## src/rtl/uart_rx_pkg.sv

```systemverilog
package uart_rx_pkg;
    localparam int WORD_W  = 8;
    localparam int IDX_W   = $clog2(WORD_W);

    // host register select
    localparam logic SEL_DATA = 1'b0;
    localparam logic SEL_CTRL = 1'b1;

    // control/status bit positions
    localparam int EN_POS  = 0;
    localparam int SEM_POS = 1;
    localparam int ERR_POS = 7;

    typedef enum logic [2:0] {
        RX_IDLE,
        RX_START,
        RX_DATA,
        RX_PARITY,
        RX_STOP
    } rx_state_e;

    typedef struct packed {
        logic [WORD_W-1:0] data;
        logic              par_err;
        logic              frm_err;
    } rx_word_t;

    // 1 when the received parity bit disagrees with the selected sense
    function automatic logic parity_bad(input logic [WORD_W-1:0] d,
                                        input logic pbit,
                                        input logic even);
        return (^d ^ pbit) != !even;
    endfunction
endpackage

```

## src/rtl/rx_frame_sampler.sv

```systemverilog
module rx_frame_sampler
    import uart_rx_pkg::*;
#(
    parameter int OVS = 16
) (
    input  logic     clk,
    input  logic     rst,
    input  logic     en,
    input  logic     tick,
    input  logic     rxd,
    input  logic     cfg_eight,
    input  logic     cfg_par_en,
    input  logic     cfg_par_even,
    output logic     done,
    output rx_word_t word
);
    localparam int CW   = $clog2(OVS);
    localparam int HALF = OVS / 2;

    logic [1:0]        sync_q;
    logic              line;
    rx_state_e         st;
    logic [CW-1:0]     cnt;
    logic [IDX_W-1:0]  idx;
    logic [WORD_W-1:0] sh;
    logic              prev;
    logic              pbit;
    logic              full_bit;
    logic [IDX_W-1:0]  last_idx;

    assign line     = sync_q[1];
    assign full_bit = (cnt == CW'(OVS - 1));
    assign last_idx = cfg_eight ? IDX_W'(WORD_W - 1) : IDX_W'(WORD_W - 2);

    always_ff @(posedge clk) begin
        if (rst) sync_q <= 2'b11;
        else     sync_q <= {sync_q[0], rxd};
    end

    always_ff @(posedge clk) begin
        if (rst || !en) begin
            st   <= RX_IDLE;
            cnt  <= '0;
            idx  <= '0;
            sh   <= '0;
            prev <= 1'b1;
            pbit <= 1'b0;
            done <= 1'b0;
            word <= '0;
        end else begin
            done <= 1'b0;
            if (tick) begin
                unique case (st)
                    RX_IDLE: begin
                        prev <= line;
                        if (prev && !line) begin
                            st  <= RX_START;
                            cnt <= '0;
                        end
                    end
                    RX_START: begin
                        if (cnt == CW'(HALF - 1)) begin
                            cnt <= '0;
                            if (!line) begin
                                st  <= RX_DATA;
                                idx <= '0;
                                sh  <= '0;
                            end else begin
                                st   <= RX_IDLE;
                                prev <= line;
                            end
                        end else begin
                            cnt <= cnt + 1'b1;
                        end
                    end
                    RX_DATA: begin
                        if (full_bit) begin
                            cnt     <= '0;
                            sh[idx] <= line;
                            if (idx == last_idx) st <= cfg_par_en ? RX_PARITY : RX_STOP;
                            else                 idx <= idx + 1'b1;
                        end else begin
                            cnt <= cnt + 1'b1;
                        end
                    end
                    RX_PARITY: begin
                        if (full_bit) begin
                            cnt  <= '0;
                            pbit <= line;
                            st   <= RX_STOP;
                        end else begin
                            cnt <= cnt + 1'b1;
                        end
                    end
                    RX_STOP: begin
                        if (full_bit) begin
                            cnt          <= '0;
                            done         <= 1'b1;
                            word.data    <= sh;
                            word.frm_err <= !line;
                            word.par_err <= cfg_par_en && parity_bad(sh, pbit, cfg_par_even);
                            st           <= RX_IDLE;
                            prev         <= line;
                        end else begin
                            cnt <= cnt + 1'b1;
                        end
                    end
                    default: st <= RX_IDLE;
                endcase
            end
        end
    end


    idle_when_off_chk: assert property (@(posedge clk) disable iff (rst)
        !en |=> (st == RX_IDLE && !done));


    done_pulse_chk: assert property (@(posedge clk) disable iff (rst)
        done |=> !done);


    start_needs_low_chk: assert property (@(posedge clk) disable iff (rst)
        (st == RX_IDLE && $past(st) == RX_START) |-> !done);
endmodule

```

## src/rtl/rx_host_regs.sv

```systemverilog
module rx_host_regs
    import uart_rx_pkg::*;
(
    input  logic              clk,
    input  logic              rst,
    input  logic              done,
    input  rx_word_t          word,
    input  logic              cfg_eight,
    input  logic              host_sel,
    input  logic              host_rd,
    input  logic              host_wr,
    input  logic [WORD_W-1:0] host_wdata,
    output logic [WORD_W-1:0] host_rdata,
    output logic              en,
    output logic              irq
);
    logic [WORD_W-1:0] data_q;
    logic              sem_q;
    logic              err_q;
    logic              ctrl_wr;
    logic              data_rd;
    logic              new_err;

    assign ctrl_wr = host_wr && (host_sel == SEL_CTRL);
    assign data_rd = host_rd && (host_sel == SEL_DATA);
    assign new_err = done && (irq || word.par_err || word.frm_err);

    always_ff @(posedge clk) begin
        if (rst) begin
            data_q <= '0;
            sem_q  <= 1'b0;
            err_q  <= 1'b0;
            en     <= 1'b0;
            irq    <= 1'b0;
        end else begin
            if (ctrl_wr) begin
                en    <= host_wdata[EN_POS];
                sem_q <= host_wdata[SEM_POS];
            end

            if (new_err)                             err_q <= 1'b1;
            else if (ctrl_wr && host_wdata[ERR_POS]) err_q <= 1'b0;

            if (!en)          irq <= 1'b0;
            else if (done)    irq <= 1'b1;
            else if (data_rd) irq <= 1'b0;

            if (!en)       data_q[WORD_W-1] <= 1'b0;
            else if (done) data_q <= word.data;
        end
    end

    always_comb begin
        host_rdata = '0;
        if (host_sel == SEL_CTRL) begin
            host_rdata[EN_POS]  = en;
            host_rdata[SEM_POS] = sem_q;
            host_rdata[ERR_POS] = err_q;
        end else begin
            host_rdata = data_q;
            if (!cfg_eight) host_rdata[WORD_W-1] = 1'b0;
        end
    end


    irq_read_clear_chk: assert property (@(posedge clk) disable iff (rst)
        (data_rd && !done && irq) |=> !irq);


    overrun_flag_chk: assert property (@(posedge clk) disable iff (rst)
        (done && irq) |=> err_q);


    err_sticky_chk: assert property (@(posedge clk) disable iff (rst)
        (err_q && !(ctrl_wr && host_wdata[ERR_POS])) |=> err_q);


    irq_off_chk: assert property (@(posedge clk) disable iff (rst)
        !en |=> !irq);
endmodule

```

## src/rtl/uart_rx_status.sv

```systemverilog
module uart_rx_status
    import uart_rx_pkg::*;
#(
    parameter int OVS = 16
) (
    input  logic       clk,
    input  logic       rst,
    input  logic       rxd,
    input  logic       tick16,
    input  logic       cfg_eight,
    input  logic       cfg_par_en,
    input  logic       cfg_par_even,
    input  logic       host_sel,
    input  logic       host_rd,
    input  logic       host_wr,
    input  logic [7:0] host_wdata,
    output logic [7:0] host_rdata,
    output logic       rx_irq
);
    logic     rx_en;
    logic     rx_done;
    rx_word_t rx_word;

    rx_frame_sampler #(.OVS(OVS)) u_sampler (
        .clk          (clk),
        .rst          (rst),
        .en           (rx_en),
        .tick         (tick16),
        .rxd          (rxd),
        .cfg_eight    (cfg_eight),
        .cfg_par_en   (cfg_par_en),
        .cfg_par_even (cfg_par_even),
        .done         (rx_done),
        .word         (rx_word)
    );

    rx_host_regs u_regs (
        .clk        (clk),
        .rst        (rst),
        .done       (rx_done),
        .word       (rx_word),
        .cfg_eight  (cfg_eight),
        .host_sel   (host_sel),
        .host_rd    (host_rd),
        .host_wr    (host_wr),
        .host_wdata (host_wdata),
        .host_rdata (host_rdata),
        .en         (rx_en),
        .irq        (rx_irq)
    );
endmodule

```

## config.mk

```make
export PLATFORM = sky130hd
export DESIGN_NAME = uart_rx_status
export DESIGN_NICKNAME = d
export VERILOG_FILES = /design/src/rtl/uart_rx_pkg.sv /design/src/rtl/rx_frame_sampler.sv /design/src/rtl/rx_host_regs.sv /design/src/rtl/uart_rx_status.sv
export SDC_FILE = /design/constraint.sdc
export NUM_CORES = 1
export LEC_CHECK = 0
export BUFFER_PORTS_ARGS = -buffer_cell sky130_fd_sc_hd__buf_2
export CELL_PAD_IN_SITES_DETAIL_PLACEMENT = 1
export CELL_PAD_IN_SITES_GLOBAL_PLACEMENT = 2
export CORE_ASPECT_RATIO = 1.5
export CORE_MARGIN = 10
export CORE_UTILIZATION = 39
export CTS_CLUSTER_SIZE = 25
export DETAILED_ROUTE_END_ITERATION = 8
export PLACE_DENSITY = 0.87
export SLEW_MARGIN = 25
export SYNTH_ARGS = -nofsm -noshare
export SYNTH_HDL_FRONTEND = slang
export SYNTH_HIERARCHICAL = 1
export SYNTH_SLANG_ARGS = --single-unit
export TNS_END_PERCENT = 5
```

## constraint.sdc

```tcl
create_clock -name clk -period 4.05 [get_ports clk]
set_input_delay 0.81 -clock clk [delete_from_list [all_inputs] [get_ports clk]]
set_output_delay 0.81 -clock clk [all_outputs]
set_load 0.02 [all_outputs]
```

Word-level counts from Yosys, hierarchy flattened
Cells that the tools add are included.

operators by class
  $lt $le $gt $ge = 2
  reduce and logical (&&, ||, !) cells = 31
  muxes and demuxes = 39
  bitwise logic cells = 5
  add/sub/neg operators = 2
  eq/ne operators = 17

operator list
  kind                   count
  $mux W3                11
  $mux W8                3
  $pmux W8 S2            1
  $pmux W3 S5            1
  $ne A2 B1 Y1 const B   7
  $mux W1                12
  $mux W4                3
  $pmux W4 S3            1
  $reduce_and A5 Y1      2
  $reduce_and A3 Y1      3
  $bwmux W8              1
  $reduce_xor A8 Y1      1
  $logic_and A1 B1 Y1    7
  $reduce_and A7 Y1      1
  $eq A3 B2 Y1 const B   2
  $pmux W3 S2            1
  $reduce_and A6 Y1      1
  $reduce_bool A2 Y1     3
  $reduce_bool A3 Y1     2
  $reduce_or A3 Y1       2
  $mux W5                1
  $add A4 B1 Y4 const B  1
  $eq A4 B3 Y1 const B   1
  $eq A4 B4 Y1 const B   1
  18 further kinds       27

word-level totals
  input port bits = 18
  output and inout port bits = 9
  bits in registers = 45

Longest topological paths before layout
Gate-level depths: netlist of run 1.

  depth after elaboration = 7
  depth in mapped cells = 7

By module
The synthesis of run 1 kept the hierarchy.

by module, submodules not included
  module            cells each  area an instance (um2)  sequential area each (um2)  times used
  rx_frame_sampler  219         1976.9                  660.6                       1
  rx_host_regs      66          538.0                   240.2                       1

Least setup slack after synthesis of run 1
No wires, ideal clock.

  kind = input port to output port
  from = input host_sel
  to = output host_rdata[7]
  arrival = 1.415 ns
  path slack = 1.825 ns
  stages on the path = 2
  cell sequence = buf_6 > o21ai_0

between the ends
  cells in the longest elaborated chain, start to end = 1

ends and longest elaborated chain
  element          line                  text
  start, declared  uart_rx_status.sv:13  input logic host_sel,
  $mux W1          rx_host_regs.sv:55    if (host_sel == SEL_CTRL) begin
  end, declared    uart_rx_status.sv:17  output logic [7:0] host_rdata,

Every way passes these cells.

Worst setup path after layout of run 1
  from = input host_sel
  to = output host_rdata[0]

between the ends
  cells in the longest elaborated chain, start to end = 1

ends and longest elaborated chain
  element  line
  $mux W2  rx_host_regs.sv:55

Every way passes these cells.

==> results of run 1 <==
-- layer usage --
layer	part of all wire (%)	vias to the layer above	routed length, um
li1	-	1060	-
met1	41	1020	2450
met2	54	26	3260
met3	4.3	6	258
met4	1.3	0	76
met5	0	-	0
-- metrics by stage --
step	instance area, um2	utilization, %	setup WS [ns]	hold WS (ns)	std cells
after global placement	2590	41.7	1.48	0.401	359
after CTS	2700	43.4	1.69	0.447	366
after global routing	2700	43.4	1.62	0.456	366
after floorplan	2510	-	1.82	0.389	285
after detailed placement	2590	41.7	1.45	0.423	359
final	2700	43.4	1.70	0.443	366
-- cells in the mapped netlist, types with 2 or more instances --
cell	n	share of area, %
a21oi_1	16	3.2
a31oi_1	7	1.7
and2_1	2	0.50
and2b_2	5	1.7
and3_1	2	0.50
and3b_1	2	0.70
buf_2	9	1.8
buf_4	3	0.90
buf_6	3	1.3
clkbuf_1	6	0.90
clkbuf_2	2	0.40
dfxtp_1	45	36
ha_1	2	0.99
inv_1	7	1.0
mux2_2	2	0.90
mux2i_1	13	5.2
nand2_1	25	3.7
nand2b_1	4	0.99
nand3_1	13	2.6
nand4_1	7	1.7
nor2_1	19	2.8
nor2b_1	6	1.5
nor3_1	3	0.60
o211ai_1	9	2.7
o21a_1	2	0.60
o21ai_0	6	1.2
o21ai_1	7	1.4
o21ai_2	2	0.70
o311a_1	2	0.80
o311ai_0	4	1.4
o31ai_1	7	2.1
or2_2	2	0.50
or3_1	3	0.75
or4_1	3	0.90
xnor2_1	5	1.7
xor2_1	2	0.70
-- cell type report --
cell class / instances / area (um2) / share of cell area [%]
Clock buffer: 5 / 68.8 / 2.55
Sequential cell: 45 / 901 / 33.4
Inverter: 7 / 26.3 / 0.974
Tap cell: 74 / 92.6 / 3.43
Clock inverter: 2 / 35.0 / 1.30
Timing Repair Buffer: 24 / 128 / 4.73
Multi-Input combinational cell: 209 / 1450 / 53.6
-- worst max path at each step --
stage	start	end	slack [ns]	cells past startpoint
global placement	rst	u_sampler/sh[1]	1.48	4
global route	rst	u_sampler/sh[0]	1.62	4
finish	host_sel	host_rdata[0]	1.70	3
CTS	host_sel	host_rdata[0]	1.69	3
floorplan	host_sel	host_rdata[7]	1.82	2
detailed placement	rst	u_sampler/sh[0]	1.45	4
-- sequential cells by signal, indices dropped and copies added, names as in the netlist, 2 cells and up --
name              cells
u_sampler/sync_q      2
u_sampler/st          3
u_sampler/word       10
u_regs/data_q         8
u_sampler/cnt         4
u_sampler/sh          8
u_sampler/idx         3
-- cell families after synthesis --
group / after synthesis
AND/OR/NAND/NOR: 107
AO/OA/AOI/OAI: 77
flip-flops: 45
buffers and inverters: 31
multiplexers: 15
XOR/XNOR: 8
adder cells (fa/ha/maj): 2
-- power by group through the flow --
stage,registers (uW),clock network (uW),logic (uW)
detailed placement,457,0,38.2
global route,447,357,42.7
global placement,456,0,37.6
floorplan,455,0,25.8
CTS,446,340,38.6
finish,446,330,37.6
==> results.txt, run 1 <==
Pwr per Cell Area - 302 mW/mm2
Post-CTS setup buffer count - 0
TritonCTS buffer count - 5
Slew headroom - 34.1%
GR Util met2 - 23.2%
Nets - 312
Antenna violations before repair - 0
Hold Crit Start - u_sampler/sync_q[0]
Count of cell types in the netlist - 64
Syn_area_per_cell - 8.82 um2
RSZ-0062 raised after global routing - false
RR Endpoint - u_sampler/idx[1]
Die ar. - 0.0101 mm2
Final Power - 814 uW
Worst-Margin Slew - 0.988 ns
Synth Cell Area - 0.00251 mm2
CP Launch Type - primary input
Worst reg2reg path depth - 4
Routed len/inst - 16.5 um
Main combinational cell family by area after synthesis - simple AND/OR/NAND/NOR gates
P_sw - 176 uW
Clock Sinks - 45
Commonest non-fill, non-tap cell in the layout - dfxtp_1
Clock share of power - 40.5%
Fraction of registers with async set/reset - 0%
#FFs+latches synth - 45
Grt total ovfl - 0
Largest net degree at the start of global routing - 24
Gate power share - 4.6%
Top Usage Layer GRT - met2
Cell Rows - 35
Mapped Cells - 285
Vias in the first global route - 2176
Post-synth EDFFs - 0
Max_cap viols - 0
Post-route clock period utilization - 57.9%
Critical path required time - 3.24 ns
Simple-gate area share of the yosys netlist - 24.7%
Buffers added on ports - 21
Drt total wl - 6040 um
CTS Hold Bufs - 0
Status - completed
Synth warnings - 6
Leakage - 0.00101 uW
Core area - 0.00622 mm2
Slowest CP cell - mux2_2
RR Startpoint - u_sampler/st[0]
Via Count - 2112
Pins over their slew limit - 0
Fill count - 758
Kind of end point of the critical path - primary output
Int Power - 638 uW
Seq pwr share - 54.8%
Routed vias/inst - 5.77
First-pass GRT wire length - 10600 um
Tightest Hold Check Type - register to register
VDD IR max - 0.129 mV
Clock slew at reported path FFs - 0.08 ns
Clock Latency Late Sink - 0.30 ns
Clock Skew - 0.00518 ns
Critical Path AT - 1.54 ns
Drt pass-1 iters - 4
Met3 Use GR - 3.02%
CP delay by family, top - buffers and inverters
Area Growth Syn to Fin - 7.26%
Met1 usage - 12.4%
# IOs - 27
Antenna viol nets, final - 0
Remaining DRCs - 0
Fmax - 426 MHz
Switching Share - 21.6%
PostCTS Resize Cnt - 0
CTS Root Cell - clkbuf_8
Most Frequent Cell on Critical Path - buf_2
Slowest stage delay, CP - 0.36 ns
Critical Path, Cell by Cell - buf_2 -> mux2_2 -> buf_2
Synth Net Count - 305
Starting Density - 40.4%
XOR/XNOR Fraction of Synth Area - 3.33%
Initial DRC count - 63
WHS Endpoint - u_sampler/sync_q[1]
Reg2Reg Setup Slack - 1.82 ns
Fin crit period - 2.35 ns
H-tree Lvls - 2
Clock tree from TritonCTS - yes
Final setup vio count - 0
Mux cell area share after synthesis - 6.07%
Worst Path Max Fanout - 14
Die height - 118 um
Placed wire-length estimate - 4600 um
Die X - 85.6 um
Final hold viol count - 0
Setup Crit Path Kind - primary input to primary output
Layout cell share with drive strength beyond 1 - 17.5%
Sequential share of the synthesized area - 35.8%
Most frequent cells in the layout - dfxtp_1 (45), nand2_1 (25), buf_2 (21), nor2_1 (19), a21oi_1 (16)
Ant diodes - 0
Total Routing Usage GR - 12.2%
Ys flop type - dfxtp_1
Setup TNS - 0 ns
Routability cong. - 0.768
Cells on Worst Hold Path - 1
Buf/Inv on CP - 2
Adder-cell area share of the yosys netlist - 0.995%
Compound-cell area share of the yosys netlist - 22.4%
Bufs on Longest Clock Path - 2
Power figures use the tool's default switching activity.
==> run 2: changes to the inputs <==
CORE_UTILIZATION = 36   (was 39)
PLACE_DENSITY = 0.81   (was 0.87)
clock period = 2.2 ns   (was 4.05 ns; I/O delays follow)
==> results.txt, run 2 (synthesis results as in run 1) <==
Status - completed
Commonest non-fill, non-tap cell in the layout - dfxtp_1
Post-route clock period utilization - 87.1%
Max FFs per register - 10 (unchanged)
TritonCTS buffer count - 5 (unchanged)
Bufs on Longest Clock Path - 2 (unchanged)
Routability cong. - 0.809 (+5.3%)
Most frequent cells in the layout - dfxtp_1 (45), nand2_1 (25), buf_2 (21), nor2_1 (19), buf_4 (17)
Clock Latency Late Sink - 0.31 ns (about the same)
Antenna viol nets, final - 0 (unchanged)
Clock slew at reported path FFs - 0.09 ns (about the same)
Layout cell share with drive strength beyond 1 - 21.5% (+4.0 points)
CTS Root Cell - clkbuf_8
Most Frequent Cell on Critical Path - and3_1
CTS Hold Bufs - 0 (unchanged)
Leakage - 0.00110 uW (+8.6%)
Drt pass-1 iters - 4 (unchanged)
Setup ws final - 0.284 ns (-1.42 ns)
Critical path required time - 2.40 ns (-0.84 ns)
Largest net degree at the start of global routing - 18 (-25%)
CP delay by family, top - simple AND/OR/NAND/NOR gates
H-tree Lvls - 2 (unchanged)
# IOs - 27 (unchanged)
Buf/Inv on CP - 0 (-2)
Final hold viol count - 0 (unchanged)
Core area - 0.00685 mm2 (+10%)
Critical Path, Cell by Cell - ha_1 -> and3_1 -> nand4_1 -> and3_1 -> a211o_1
Grt total ovfl - 0 (unchanged)
Vias in the first global route - 2235 (+2.7%)
CP Launch Type - register
Clock tree from TritonCTS - yes
Via Count - 2159 (+2.2%)
Fin crit period - 1.92 ns
Antenna violations before repair - 0 (unchanged)
VDD IR max - 0.182 mV (+42%)
Setup Crit Path Kind - register to register
Remaining DRCs - 0 (unchanged)
Ant diodes - 0 (unchanged)
Worst Path Max Fanout - 10 (-4)
Setup WS pre-CTS - 0.314 ns (-1.13 ns)
Area Growth Syn to Fin - 12.8%
Clock Sinks - 45 (unchanged)
RSZ-0062 raised after global routing - false
Die X - 88.2 um (+3.1%)
Die height - 122 um (+3.4%)
Slowest stage delay, CP - 0.46 ns (+0.10 ns)
Clock Skew - 0.00792 ns (+0.00274 ns)
Slowest CP cell - and3_1
Starting Density - 36.7% (-3.7 points)
Tightest Hold Check Type - primary input to register
Kind of end point of the critical path - register
Routed vias/inst - 5.61 (-2.8%)
Fmax - 522 MHz
Die ar. - 0.0108 mm2 (+6.6%)
Initial DRC count - 56 (-11%)
Worst-Margin Slew - 0.595 ns (-0.393 ns)
Nets - 326 (+4.5%)
Reg with most FFs - u_sampler/word
Pins over their slew limit - 0 (unchanged)
Slew headroom - 60.0% (+26 points)
Pwr per Cell Area - 579 mW/mm2 (+92%)
Cell Rows - 37 (+5.7%)
Drt total wl - 6460 um (+6.9%)
Post-CTS setup buffer count - 0 (unchanged)
Buffers added on ports - 21 (unchanged)
Critical Path AT - 2.11 ns (+0.57 ns)
Max_cap viols - 0 (unchanged)
Final setup vio count - 0 (unchanged)
PostCTS Resize Cnt - 0 (unchanged)
Largest registers - u_sampler/word: 10 flops, u_regs/data_q: 8 flops, u_sampler/sh: 8 flops
Setup TNS - 0 ns (unchanged)
Routed len/inst - 16.8 um (+1.6%)
First-pass GRT wire length - 11000 um (+3.9%)
Total Routing Usage GR - 12.7% (+0.50 points)
Placed wire-length estimate - 4970 um (+8.1%)
## run 2: cell count changes in the layout (fill, tap and decap cells not counted), sizes merged
| cell | previous run | this run |
|---|---|---|
| bufinv | 1 | 2 |
| buf | 24 | 38 |
## run 2: area by class of cell
class / instances / area (um2)
fillers: 815 / 4010
multi-input cells: 209 / 1450
flip-flops and latches: 45 / 901
repair buffers: 38 / 233
well taps: 78 / 97.6
clock buffers: 5 / 68.8
clock inverters: 3 / 65.1
inverters: 7 / 26.3
## run 2: where the power goes
group | internal, uW | switching (uW) | total, uW
clock | 451 | 297 | 749
combinational | 29.1 | 44.4 | 73.5
sequential | 817 | 4.33 | 822
total | 1300 | 346 | 1640
## run 2: path summary, 6_finish.rpt
path         slack [ns]                start  cells after the start             endpoint
max                0.28     u_sampler/cnt[0]                      5    u_sampler/word[1]
min                0.32                  rxd                      2  u_sampler/sync_q[0]
max reg2reg        0.28     u_sampler/cnt[0]                      5    u_sampler/word[1]
min reg2reg        0.44  u_sampler/sync_q[0]                      1  u_sampler/sync_q[1]
## run 2: per-stage QoR
stage / power [uW] / utilization (%) / hold slack (ns) / cell area, um2 / instances
after floorplan: 885 / - / 0.389 / 2510 / 285
after global placement: 914 / 39.5 / 0.404 / 2700 / 377
after detailed placement: 915 / 39.5 / 0.412 / 2700 / 377
after CTS: 1660 / 41.4 / 0.312 / 2840 / 385
after global routing: 1700 / 41.4 / 0.321 / 2840 / 385
final: 1640 / 41.4 / 0.318 / 2840 / 385
## run 2: per-layer routing
metal  part of all wire, %  up-vias  track usage (%)
met5                     0        -                0
met4                   1.7        0             5.17
met3                   4.5        9             3.12
met2                    55       30             24.1
met1                    38     1030             12.6
li1                      -     1090                -
==> run 3: changes to the inputs <==
CORE_UTILIZATION = 30   (was 36)
PLACE_DENSITY = 0.7   (was 0.81)
==> results.txt, run 3 (synthesis results as in run 1) <==
Status - completed
First-pass GRT wire length - 11200 um (+2.0%)
Clock slew at reported path FFs - 0.07 ns (-0.02 ns)
CTS Root Cell - clkbuf_16
Post-CTS setup buffer count - 0 (unchanged)
Setup WS pre-CTS - 0.297 ns (-0.0178 ns)
Critical Path AT - 2.10 ns (about the same)
Area Growth Syn to Fin - 14.9%
Critical path required time - 2.38 ns (-0.02 ns)
Clock Sinks - 45 (unchanged)
Antenna viol nets, final - 0 (unchanged)
Die X - 94.8 um (+7.4%)
Final Power - 1670 uW (+1.7%)
CP delay by family, top - simple AND/OR/NAND/NOR gates
Final setup vio count - 0 (unchanged)
Initial DRC count - 78 (+39%)
Drt pass-1 iters - 4 (unchanged)
GR Util met2 - 19.2% (-4.9 points)
Clock Skew - 0.00502 ns (-0.00290 ns)
Via Count - 2136 (-1.1%)
Routed vias/inst - 5.18 (-7.5%)
Largest net degree at the start of global routing - 18 (unchanged)
Bufs on Longest Clock Path - 2 (unchanged)
Clock tree from TritonCTS - yes
Slew headroom - 57.7% (-2.3 points)
Largest registers - u_sampler/word: 10 flops, u_regs/data_q: 8 flops, u_sampler/sh: 8 flops
Final hold viol count - 0 (unchanged)
Post-route clock period utilization - 87.5% (+0.38 points)
CTS Hold Bufs - 0 (unchanged)
Placed wire-length estimate - 5000 um (+0.52%)
Antenna violations before repair - 0 (unchanged)
Met1 usage - 11.9% (-0.74 points)
Die height - 132 um (+8.0%)
Leakage - 0.00111 uW (+0.79%)
Tightest Hold Check Type - primary input to register
PostCTS Resize Cnt - 0 (unchanged)
RSZ-0062 raised after global routing - false
Max FFs per register - 10 (unchanged)
Slowest stage delay, CP - 0.47 ns (about the same)
Nets - 326 (unchanged)
Top Usage Layer GRT - met2
Cell Rows - 40 (+8.1%)
Pins over their slew limit - 0 (unchanged)
Met3 Use GR - 2.45% (-0.67 points)
Worst Path Max Fanout - 10 (unchanged)
Pwr per Cell Area - 578 mW/mm2 (-0.19%)
Routed len/inst - 15.5 um (-7.8%)
Vias in the first global route - 2233 (-0.089%)
Core area - 0.00811 mm2 (+18%)
Total Routing Usage GR - 10.8% (-1.9 points)
Clock Latency Late Sink - 0.29 ns (-0.02 ns)
Setup Crit Path Kind - register to register
Remaining DRCs - 0 (unchanged)
Worst-Margin Slew - 0.629 ns (+0.0339 ns)
Buf/Inv on CP - 0 (unchanged)
Slowest CP cell - and3_1
Max_cap viols - 0 (unchanged)
Fin crit period - 1.92 ns (+0.00845 ns)
Starting Density - 31.0% (-5.7 points)
Routability cong. - 0.776 (-4.1%)
VDD IR max - 0.301 mV (+65%)
Reg with most FFs - u_sampler/word
Die ar. - 0.0125 mm2 (+16%)
Fmax - 520 MHz (-0.44%)
Grt total ovfl - 0 (unchanged)
# IOs - 27 (unchanged)
Setup TNS - 0 ns (unchanged)
Kind of end point of the critical path - register
Layout cell share with drive strength beyond 1 - 21.5% (unchanged)
CP Launch Type - register
H-tree Lvls - 2 (unchanged)
TritonCTS buffer count - 5 (unchanged)
Critical Path, Cell by Cell - ha_1 -> and3_1 -> nand4_1 -> and3_1 -> a211o_1
Buffers added on ports - 21 (unchanged)
Most frequent cells in the layout - dfxtp_1 (45), nand2_1 (25), buf_2 (21), nor2_1 (19), buf_4 (17)
Most Frequent Cell on Critical Path - and3_1
Setup ws final - 0.276 ns (-0.00845 ns)
Commonest non-fill, non-tap cell in the layout - dfxtp_1
Ant diodes - 0 (unchanged)
Drt total wl - 6380 um (-1.3%)
run 3: changes by cell type in the layout (fill, tap and decap cells not counted):
| cell | before | now |
|---|---|---|
| clkbuf_8 | 5 | 1 |
| clkbuf_16 | 0 | 5 |
| bufinv_16 | 2 | 0 |
| clkinv_4 | 0 | 1 |
run 3: layer usage:
| metal | share of wire [%] | wire (um) |
|---|---|---|
| met1 | 42 | 2650 |
| met3 | 3.9 | 249 |
| met5 | 0 | 0 |
| met2 | 53 | 3360 |
| met4 | 1.9 | 124 |
run 3: report_power, final:
part           total [uW]  internal [uW]  switching (uW)  leakage, uW
Clock                 776            452             324    0.0000768
Sequential            822            818            4.05     0.000363
Combinational        72.6           29.1            43.5     0.000668
run 3: final timing paths:
path / start / to / slack, ns / cells after the start
worst max register to register: u_sampler/cnt[0] / u_sampler/word[1] / 0.28 / 5
worst max-delay path: u_sampler/cnt[0] / u_sampler/word[1] / 0.28 / 5
worst min register to register: u_sampler/sync_q[0] / u_sampler/sync_q[1] / 0.41 / 1
worst min-delay path: rxd / u_sampler/sync_q[0] / 0.33 / 2
run 3: layout make-up:
cell class	instances	area [um2]
Clock buffer	6	139
Clock inverter	2	13.8
Fill cell	999	5220
Inverter	7	26.3
Multi-Input combinational cell	209	1450
Sequential cell	45	901
Tap cell	105	131
Timing Repair Buffer	38	233
run 3: through the flow:
| stage | std cells | instance area (um2) | hold slack (ns) | util (%) |
|---|---|---|---|---|
| 4_1_cts | 412 | 2890 | 0.328 | 35.6 |
| 6_report | 412 | 2890 | 0.331 | 35.6 |
| 3_3_place_gp | 404 | 2740 | 0.400 | 33.8 |
| 3_5_place_dp | 404 | 2740 | 0.403 | 33.8 |
| 2_1_floorplan | 285 | 2510 | 0.389 | - |
| 5_1_grt | 412 | 2890 | 0.342 | 35.6 |
